===== src/rtl/cts_flow_pkg.sv =====
`timescale 1ns/1ps
package cts_flow_pkg;
  // idle level of the active-low handshake pins
  localparam logic PIN_IDLE = 1'b1;

  // transmit may start unless auto gating is on, CTS is low and no frame runs
  function automatic logic permit_f(input logic auto_en, input logic cts, input logic busy);
    return !auto_en || cts || busy;
  endfunction

  // RTS pin level (active low) from the selected request source
  function automatic logic rts_pin_f(input logic auto_en, input logic rx_rdy, input logic ctrl);
    return auto_en ? !rx_rdy : !ctrl;
  endfunction
endpackage


===== src/rtl/cts_sync.sv =====
`timescale 1ns/1ps
module cts_sync #(
  parameter int STAGES = 2
) (
  input  logic clk,
  input  logic rst,
  input  logic d_async,
  output logic q_sync
);
  import cts_flow_pkg::*;

  logic [STAGES-1:0] chain;

  generate
    if (STAGES == 1) begin : g_one
      always_ff @(posedge clk) begin
        if (rst) chain <= PIN_IDLE;
        else     chain <= d_async;
      end
    end else begin : g_many
      always_ff @(posedge clk) begin
        if (rst) chain <= {STAGES{PIN_IDLE}};
        else     chain <= {chain[STAGES-2:0], d_async};
      end
    end
  endgenerate

  assign q_sync = chain[STAGES-1];
endmodule


===== src/rtl/cts_delta.sv =====
`timescale 1ns/1ps
module cts_delta (
  input  logic clk,
  input  logic rst,
  input  logic sync_n,
  input  logic loopback_en,
  input  logic rts_ctrl,
  input  logic status_rd,
  input  logic irq_en,
  output logic level_nxt,
  output logic cts_state,
  output logic cts_delta,
  output logic irq
);
  logic change;
  logic delta_nxt;

  always_comb begin
    level_nxt = loopback_en ? rts_ctrl : !sync_n;
    change    = level_nxt != cts_state;
    // a change captured on the read edge wins over the clear
    delta_nxt = change || (cts_delta && !status_rd);
  end

  always_ff @(posedge clk) begin
    if (rst) begin
      cts_state <= 1'b0;
      cts_delta <= 1'b0;
      irq       <= 1'b0;
    end else begin
      cts_state <= level_nxt;
      cts_delta <= delta_nxt;
      irq       <= irq_en && delta_nxt;
    end
  end
endmodule


===== src/rtl/cts_gate.sv =====
`timescale 1ns/1ps
module cts_gate (
  input  logic clk,
  input  logic rst,
  input  logic level_nxt,
  input  logic auto_cts_en,
  input  logic tx_busy,
  input  logic auto_rts_en,
  input  logic rx_ready,
  input  logic rts_ctrl,
  output logic tx_permit,
  output logic rts_n_pin
);
  import cts_flow_pkg::*;

  always_ff @(posedge clk) begin
    if (rst) begin
      tx_permit <= 1'b1;
      rts_n_pin <= PIN_IDLE;
    end else begin
      tx_permit <= permit_f(auto_cts_en, level_nxt, tx_busy);
      rts_n_pin <= rts_pin_f(auto_rts_en, rx_ready, rts_ctrl);
    end
  end
endmodule


===== src/rtl/cts_flow_ctl.sv =====
`timescale 1ns/1ps
module cts_flow_ctl #(
  parameter int SYNC_STAGES = 2
) (
  input  logic clk,
  input  logic rst,
  input  logic cts_n_pin,
  input  logic loopback_en,
  input  logic rts_ctrl,
  input  logic auto_cts_en,
  input  logic auto_rts_en,
  input  logic irq_en,
  input  logic status_rd,
  input  logic tx_busy,
  input  logic rx_ready,
  output logic cts_state,
  output logic cts_delta,
  output logic irq,
  output logic tx_permit,
  output logic rts_n_pin
);
  logic sync_n;
  logic level_nxt;

  cts_sync #(.STAGES(SYNC_STAGES)) u_sync (
    .clk     (clk),
    .rst     (rst),
    .d_async (cts_n_pin),
    .q_sync  (sync_n)
  );

  cts_delta u_delta (
    .clk         (clk),
    .rst         (rst),
    .sync_n      (sync_n),
    .loopback_en (loopback_en),
    .rts_ctrl    (rts_ctrl),
    .status_rd   (status_rd),
    .irq_en      (irq_en),
    .level_nxt   (level_nxt),
    .cts_state   (cts_state),
    .cts_delta   (cts_delta),
    .irq         (irq)
  );

  cts_gate u_gate (
    .clk         (clk),
    .rst         (rst),
    .level_nxt   (level_nxt),
    .auto_cts_en (auto_cts_en),
    .tx_busy     (tx_busy),
    .auto_rts_en (auto_rts_en),
    .rx_ready    (rx_ready),
    .rts_ctrl    (rts_ctrl),
    .tx_permit   (tx_permit),
    .rts_n_pin   (rts_n_pin)
  );
endmodule


===== config.mk =====
export PLATFORM = sky130hd
export DESIGN_NAME = cts_flow_ctl
export DESIGN_NICKNAME = d
export VERILOG_FILES = /design/src/rtl/cts_flow_pkg.sv /design/src/rtl/cts_sync.sv /design/src/rtl/cts_delta.sv /design/src/rtl/cts_gate.sv /design/src/rtl/cts_flow_ctl.sv
export SDC_FILE = /design/constraint.sdc
export NUM_CORES = 1
export LEC_CHECK = 0
export CORE_AREA = 2 2 39 41
export DETAILED_ROUTE_END_ITERATION = 6
export DIE_AREA = 0 0 41 43
export PLACE_DENSITY_LB_ADDON = 0.08
export SKIP_CTS_REPAIR_TIMING = 1
export SLEW_MARGIN = 40
export SYNTH_ARGS = -nofsm -noshare
export SYNTH_HDL_FRONTEND = slang
export SYNTH_HIERARCHICAL = 1
export SYNTH_SLANG_ARGS = --single-unit

===== constraint.sdc =====
create_clock -name clk -period 2.4 [get_ports clk]
set_input_delay 0.36 -clock clk [delete_from_list [all_inputs] [get_ports clk]]
set_output_delay 0.36 -clock clk [all_outputs]
set_load 0.01 [all_outputs]

* Yosys cells after proc, flatten, opt, wreduce, memory -nomap -nowiden *
Index checks and enable logic that the tools add are counted.

word-level totals
  flip-flop bits (word level) = 7
  bits of input ports = 11
  output and inout port bits = 5
  word-level logic and storage cells = 19

operators by class
  equal/unequal tests = 1
  mux-type cells = 2
  reductions and logical operators = 10

operators by type and width
  cell                 number
  $logic_not A1 Y1     5
  $logic_or A1 B1 Y1   3
  $logic_and A1 B1 Y1  2
  $mux W1              2
  $ne A1 B1 Y1         1

* Depth between registers and ports, before layout *
Gate-level depths: netlist of run 1.

  depth after elaboration = 5
  gate-level depth with buffers = 3
  gate-level depth less buffers = 3

* By module *
Netlist of run 1, hierarchy kept.

by module, submodules not included
  module     times used  cells an instance  area each (um^2)  sequential area each (um^2)
  cts_delta  1           12                 133.9             60.1
  cts_gate   1           5                  66.3              40.0
  cts_sync   1           4                  52.6              40.0

* Worst setup path after synthesis of run 1 *
OpenSTA, ideal clock, no wires.

  path kind = input to register
  start = input loopback_en
  end = register u_gate.tx_permit
  setup time = 0.135 ns
  arrival = 1.057 ns
  required time = 2.265 ns
  path slack = 1.208 ns
  stages = 3
  path buffers = 0
  cell sequence = nor2_2 -> a21o_1 -> or4b_1

between the ends
  longest elaborated chain between the ends = 3

RTL lines
  element                          line                RTL
  from (decl)                      cts_flow_ctl.sv:8   input logic loopback_en,
  $mux W1                          cts_delta.sv:19     level_nxt = loopback_en ? rts_ctrl : !sync_n;
  named net level_nxt              cts_flow_ctl.sv:23  logic level_nxt;
  $logic_or A1 B1 Y1 (2 in a row)  cts_flow_pkg.sv:8   return !auto_en || cts || busy;
  to (signal assigned)             cts_gate.sv:21      tx_permit <= permit_f(auto_cts_en, level_nxt, tx_busy);
  to (decl)                        cts_gate.sv:11      output logic tx_permit,

The timed path passes the listed nets, and every way through them passes these cells.
A chain may end at the register's enable or synchronous reset.

* Final worst setup path of run 1 *
Same ends and word-level chain as after synthesis.

==> summary.txt, run 1 <==
Critical path
  – Crit path max fanout: 4
  – Flop2flop setup slack: 1.20 ns
  – CP Launch Point: loopback_en
  – Crit end category: register
  – CP endpoint: u_gate/tx_permit
  – Crit Path Class: input pin to register
  – WP data arrival: 1.67 ns
  – Reg2Reg Depth: 3
  – Critical Path Source Type: input pin
  – Worst r2r src: u_sync/chain[1]
  – WP data required: 2.52 ns
  – RR Endpoint: u_gate/tx_permit

STA
  – RSZ-0062 raised after global routing: no
  – Clk_skew: 0.000418 ns
  – Max Fclk: 645 MHz
  – Max_slew headroom: 74.6%
  – Setup TNS: 0 ns
  – Ratio of final minimum period to clock period: 64.6%
  – Final Hold Viols: 0
  – Worst-Margin Slew: 0.381 ns
  – Hold WS: 0.410 ns
  – Final min period: 1.55 ns
  – Final setup fails: 0
  – Final max-slew violation count: 0

Final layout
  – Share of layout cells above drive strength 1: 17.5%
  – Commonest non-fill, non-tap cell in the layout: clkdlybuf4s50_1
  – Antenna cells: 0
  – Fin util: 32.5%
  – Layout Cells excl Fill: 56
  – Finished Cell Area: 449 µm²
  – Most frequent cells in the layout: clkdlybuf4s50_1 (15), dfxtp_1 (7), clkbuf_4 (3), nor2b_1 (3)
  – Synth-to-Final Area Change: 77.7%
  – Fin nets: 52

Synthesis
  – Synthesized net count: 32
  – Top cell type by total area after synthesis: dfxtp_1
  – Yosys cell types: 11
  – Syn Inst Count: 21
  – Sequential area share after synthesis: 55.4%
  – Mapped Area: 253 µm²
  – Ranking of synthesized cells by area: dfxtp_1 (55%), a2111oi_2 (12%), nor2b_1 (7.4%)
  – Syn Area/Cell: 12.0 µm²
  – Synth top area share: 55.4%
  – Synth warn: 6
  – Number of synthesized register bits: 7

Floorplan
  – Die H: 43 µm
  – Die width: 41 µm
  – Die footprint: 1760 µm²
  – IO Pins: 16
  – Starting Density: 18.3%
  – Core Region: 1380 µm²
  – Rows: 14

Clocking
  – Later-pin clock latency in the skew report: 0.24 ns
  – CTS Sinks: 7
  – CTS tree: done
  – Htree depth: 1
  – Clk slew on worst S/H paths: 0.05 ns
  – Total clock buffers created by CTS: 3
  – Clk Tree Root Cell: clkbuf_4
  – Clk buf depth: 2

Global routing
  – Grt total ovfl: 0
  – Initial antenna violation count: 0
  – Largest net degree at the start of global routing: 8
  – First-pass GRT wire length: 669 µm
  – Vias in the first global route: 178
  – Gr usage total: 6.44%

Worst hold path
  – WHS Path Cells: 1
  – Hold Crit Class: register to register

Routing
  – Vias per Instance: 4.00
  – WL/cell: 8.71 µm
  – Final wirelength: 488 µm
  – DR DRC count: 0
  – Vias: 224
  – Post-DRT Antenna Nets: 0
  – 1st-iter DRT viols: 0
  – Pre-antenna DRT Iters: 1

Run status
  – Status: completed

Power
  – Maximum vdd drop: 0.271 mV
  – PwrDens: 609 nW/µm²
  – Leakage: 0.000173 µW

Job
  – Max_cap viols: 0

Place
  – PortBufs: 15
  – Placed insts: 52
  – Gpl congestion: 0.596
  – DP Area: 423 µm²
per-stage QoR:
step | setup slack [ns] | power, µW
3_3_place_gp | 0.610 | 173
2_1_floorplan | 1.21 | 143
5_1_grt | 0.800 | 288
4_1_cts | 0.856 | 281
6_report | 0.849 | 273
3_5_place_dp | 0.594 | 173
where the power goes:
group / internal, µW / switching, µW / leakage (µW)
clock network: 63.2 / 39.9 / 0.0000150
logic: 30.3 / 14.7 / 0.000101
registers: 123 / 2.35 / 0.0000579
total: 217 / 56.9 / 0.000173
Yosys cell counts:
cell type,instances
nor2b_1,3
or4b_1,1
a21o_1,1
a211oi_1,1
inv_1,1
dfxtp_1,7
a2111oi_2,2
nor2_2,1
or2_1,2
mux2i_1,1
or2_2,1
kinds of logic after synthesis:
family	Yosys count	synth area share, %
AOI/OAI and AO/OA	4	17.8
buffers and inverters	1	1.48
DFF	7	55.4
muxes	1	3.96
and+or+nand+nor	8	21.3
worst max-delay path, stage by stage:
cell and delay (ns):
clkdlybuf4s50_1 0.53, nor2_2 0.06, a21o_1 0.20, or4b_1 0.52
final cells by class:
cell class                      count  area, µm²
Clock buffer                        4       26.3
Tap cell                           16       20.0
Multi-Input combinational cell     13        109
Inverter                            1       3.75
Sequential cell                     7        140
Timing Repair Buffer               15        150
Fill cell                         146        935
worst min path at each step:
stage                    start         endpoint  slack (ns)
2_1_floorplan  u_sync/chain[0]  u_sync/chain[1]        0.38
3_3_place_gp   u_sync/chain[0]  u_sync/chain[1]        0.39
3_5_place_dp   u_sync/chain[0]  u_sync/chain[1]        0.39
4_1_cts        u_sync/chain[0]  u_sync/chain[1]        0.41
5_1_grt        u_sync/chain[0]  u_sync/chain[1]        0.43
6_report       u_sync/chain[0]  u_sync/chain[1]        0.41
metal layers:
layer / track usage, % / wire [µm]
met5: 0 / 0
met4: 8.00 / 4
met3: 3.14 / 56
met2: 7.50 / 215
met1: 7.12 / 212
flip-flops by register name, summed over array words and instances (netlist names):
name,cells
u_delta/irq,1
u_gate/rts_n_pin,1
u_delta/cts_delta,1
u_sync/chain,2
u_delta/cts_state,1
u_gate/tx_permit,1
(Power assumes the default switching activity.)
==> inputs of run 2 (changes only) <==
==> constraint.sdc (replaced) <==
create_clock -name clk -period 1.61 [get_ports clk]
set_input_delay 0.2415 -clock clk [delete_from_list [all_inputs] [get_ports clk]]
set_output_delay 0.2415 -clock clk [all_outputs]
set_load 0.01 [all_outputs]
==> run 2 against run 1 <==
- final area grew 6.7%
- die area unchanged
- clock skew grew 0.0038 ns
- cell count grew 7.1%
- combinational power up 67%
- via count up 0.89%
- first-iteration DRC count unchanged
- highest routed layer unchanged
==> summary.txt, run 2 (synthesis results as in run 1) <==
STA
  – RSZ-0062 raised after global routing: no (unchanged)
  – Final max-slew violation count: 0 (unchanged)
  – Final worst slack: 0.216 ns (was 0.849 ns)
  – Worst-Margin Slew: 0.387 ns (was 0.381 ns)
  – Setup TNS: 0 ns (unchanged)
  – Final setup fails: 0 (unchanged)
  – Final min period: 1.39 ns
  – Final Hold Viols: 0 (unchanged)
  – Max Fclk: 717 MHz
  – Ratio of final minimum period to clock period: 86.6%
  – Clk_skew: 0.00424 ns (was 0.000418 ns)
  – Max_slew headroom: 74.2% (was 74.6%)

Critical path
  – Crit Path Class: register to output port (was input pin to register)
  – WP data required: 1.37 ns (was 2.52 ns)
  – Crit path cell chain: clkdlybuf4s50_1 (was clkdlybuf4s50_1 > nor2_2 > a21o_1 > or4b_1)
  – Crit end category: output port (was register)
  – Critical-path top delay cell: clkdlybuf4s50_1 (unchanged)
  – Buf/Inv on CP: 1 (unchanged)
  – Critical Path Source Type: register (was input pin)
  – Crit path max fanout: 3 (was 4)
  – WP data arrival: 1.15 ns (was 1.67 ns)
  – Crit path max-delay family: buffers and inverters (was simple AND/OR/NAND/NOR gates)
  – Crit path largest cell delay: 0.55 ns (was 0.53 ns)

Power
  – PwrDens: 867 nW/µm² (was 609 nW/µm²)
  – Leakage: 0.000193 µW (was 0.000173 µW)
  – Maximum vdd drop: 0.309 mV (was 0.271 mV)

Routing
  – Vias: 226 (was 224)
  – 1st-iter DRT viols: 0 (unchanged)
  – Vias per Instance: 3.77 (was 4.00)
  – Post-DRT Antenna Nets: 0 (unchanged)
  – Pre-antenna DRT Iters: 1 (unchanged)
  – Final wirelength: 510 µm (was 488 µm)
  – DR DRC count: 0 (unchanged)
  – WL/cell: 8.50 µm (was 8.71 µm)

Clocking
  – CTS Sinks: 7 (unchanged)
  – Htree depth: 1 (unchanged)
  – CTS tree: done (unchanged)
  – Clk slew on worst S/H paths: 0.05 ns (about the same)
  – Later-pin clock latency in the skew report: 0.25 ns (was 0.24 ns)
  – Clk Tree Root Cell: clkbuf_4 (unchanged)
  – Total clock buffers created by CTS: 3 (unchanged)
  – Clk buf depth: 2 (unchanged)

Floorplan
  – Die width: 41 µm (unchanged)
  – Rows: 14 (unchanged)
  – Starting Density: 18.3% (unchanged)
  – Die H: 43 µm (unchanged)
  – IO Pins: 16 (unchanged)
  – Core Region: 1380 µm² (unchanged)
  – Die footprint: 1760 µm² (unchanged)

Global routing
  – Grt total ovfl: 0 (unchanged)
  – First-pass GRT wire length: 807 µm (was 669 µm)
  – Gr usage total: 7.43% (was 6.44%)
  – Vias in the first global route: 198 (was 178)
  – Largest net degree at the start of global routing: 7 (was 8)
  – Initial antenna violation count: 0 (unchanged)

Place
  – Gpl congestion: 0.609 (was 0.596)
  – DP HPWL: 426 µm
  – DP Area: 453 µm² (was 423 µm²)
  – Pre-CTS setup slack: -0.0252 ns (was 0.594 ns)
  – PortBufs: 15 (unchanged)

Final layout
  – Biggest register: u_sync/chain (unchanged)
  – Synth-to-Final Area Change: 89.6% (was 77.7%)
  – Antenna cells: 0 (unchanged)
  – Max reg flops: 2 (unchanged)
  – Commonest non-fill, non-tap cell in the layout: clkdlybuf4s50_1 (unchanged)
  – Fin nets: 56 (was 52)
  – Most frequent cells in the layout: clkdlybuf4s50_1 (15), dfxtp_1 (7), buf_4 (4), clkbuf_4 (3), nor2b_1 (3) (was clkdlybuf4s50_1 (15), dfxtp_1 (7), clkbuf_4 (3), nor2b_1 (3))
  – Share of layout cells above drive strength 1: 25.0% (was 17.5%)
  – Finished Cell Area: 479 µm² (was 449 µm²)

Job
  – Max_cap viols: 0 (unchanged)

Worst hold path
  – Hold Crit Class: register to register (unchanged)

Run status
  – Status: completed (unchanged)
-- run 2: path summary, 6_finish.rpt --
| kind | from | to | slack [ns] | cells after the start |
|---|---|---|---|---|
| max | u_delta/cts_state | cts_state | 0.22 | 1 |
| min | u_sync/chain[0] | u_sync/chain[1] | 0.40 | 1 |
| max reg2reg | u_sync/chain[1] | u_gate/tx_permit | 0.44 | 3 |
| min reg2reg | u_sync/chain[0] | u_sync/chain[1] | 0.40 | 1 |
-- run 2: routing by layer --
layer  track usage [%]  vias to the layer above  share of wire, %
li1                  -                      122                 -
met4              10.0                        0              0.78
met2              7.50                       12                44
met3              3.14                        2                12
met1              9.32                       90                43
met5                 0                        -                 0
-- run 2: report_power, final --
part	switching, µW	leakage [µW]	total, µW	internal, µW
Combinational	23.4	0.000120	75.1	51.7
Sequential	3.27	0.0000579	187	183
Clock	59.3	0.0000150	154	94.2
Total	86.0	0.000193	415	329
-- run 2: cell type report --
type	instances	area (µm²)
inverters	1	3.75
fillers	141	905
well taps	16	20.0
repair buffers	19	180
multi-input cells	13	109
flip-flops and latches	7	140
clock buffers	4	26.3
-- run 2: through the flow --
stage | power [µW] | cells | utilization, % | hold slack [ns]
floorplan | 213 | 21 | - | 0.313
global placement | 266 | 56 | 32.7 | 0.387
detailed placement | 266 | 56 | 32.7 | 0.394
CTS | 429 | 60 | 34.6 | 0.406
global route | 445 | 60 | 34.6 | 0.413
finish | 415 | 60 | 34.6 | 0.401
==> inputs of run 3 (changes only) <==
--- a/config.mk
+++ b/config.mk
@@ -15,3 +15,4 @@
 export SYNTH_HDL_FRONTEND = slang
 export SYNTH_HIERARCHICAL = 1
 export SYNTH_SLANG_ARGS = --single-unit
+export TNS_END_PERCENT = 50
==> results of run 3 <==
Final layout, timing and power as in run 2 (identical DEF).
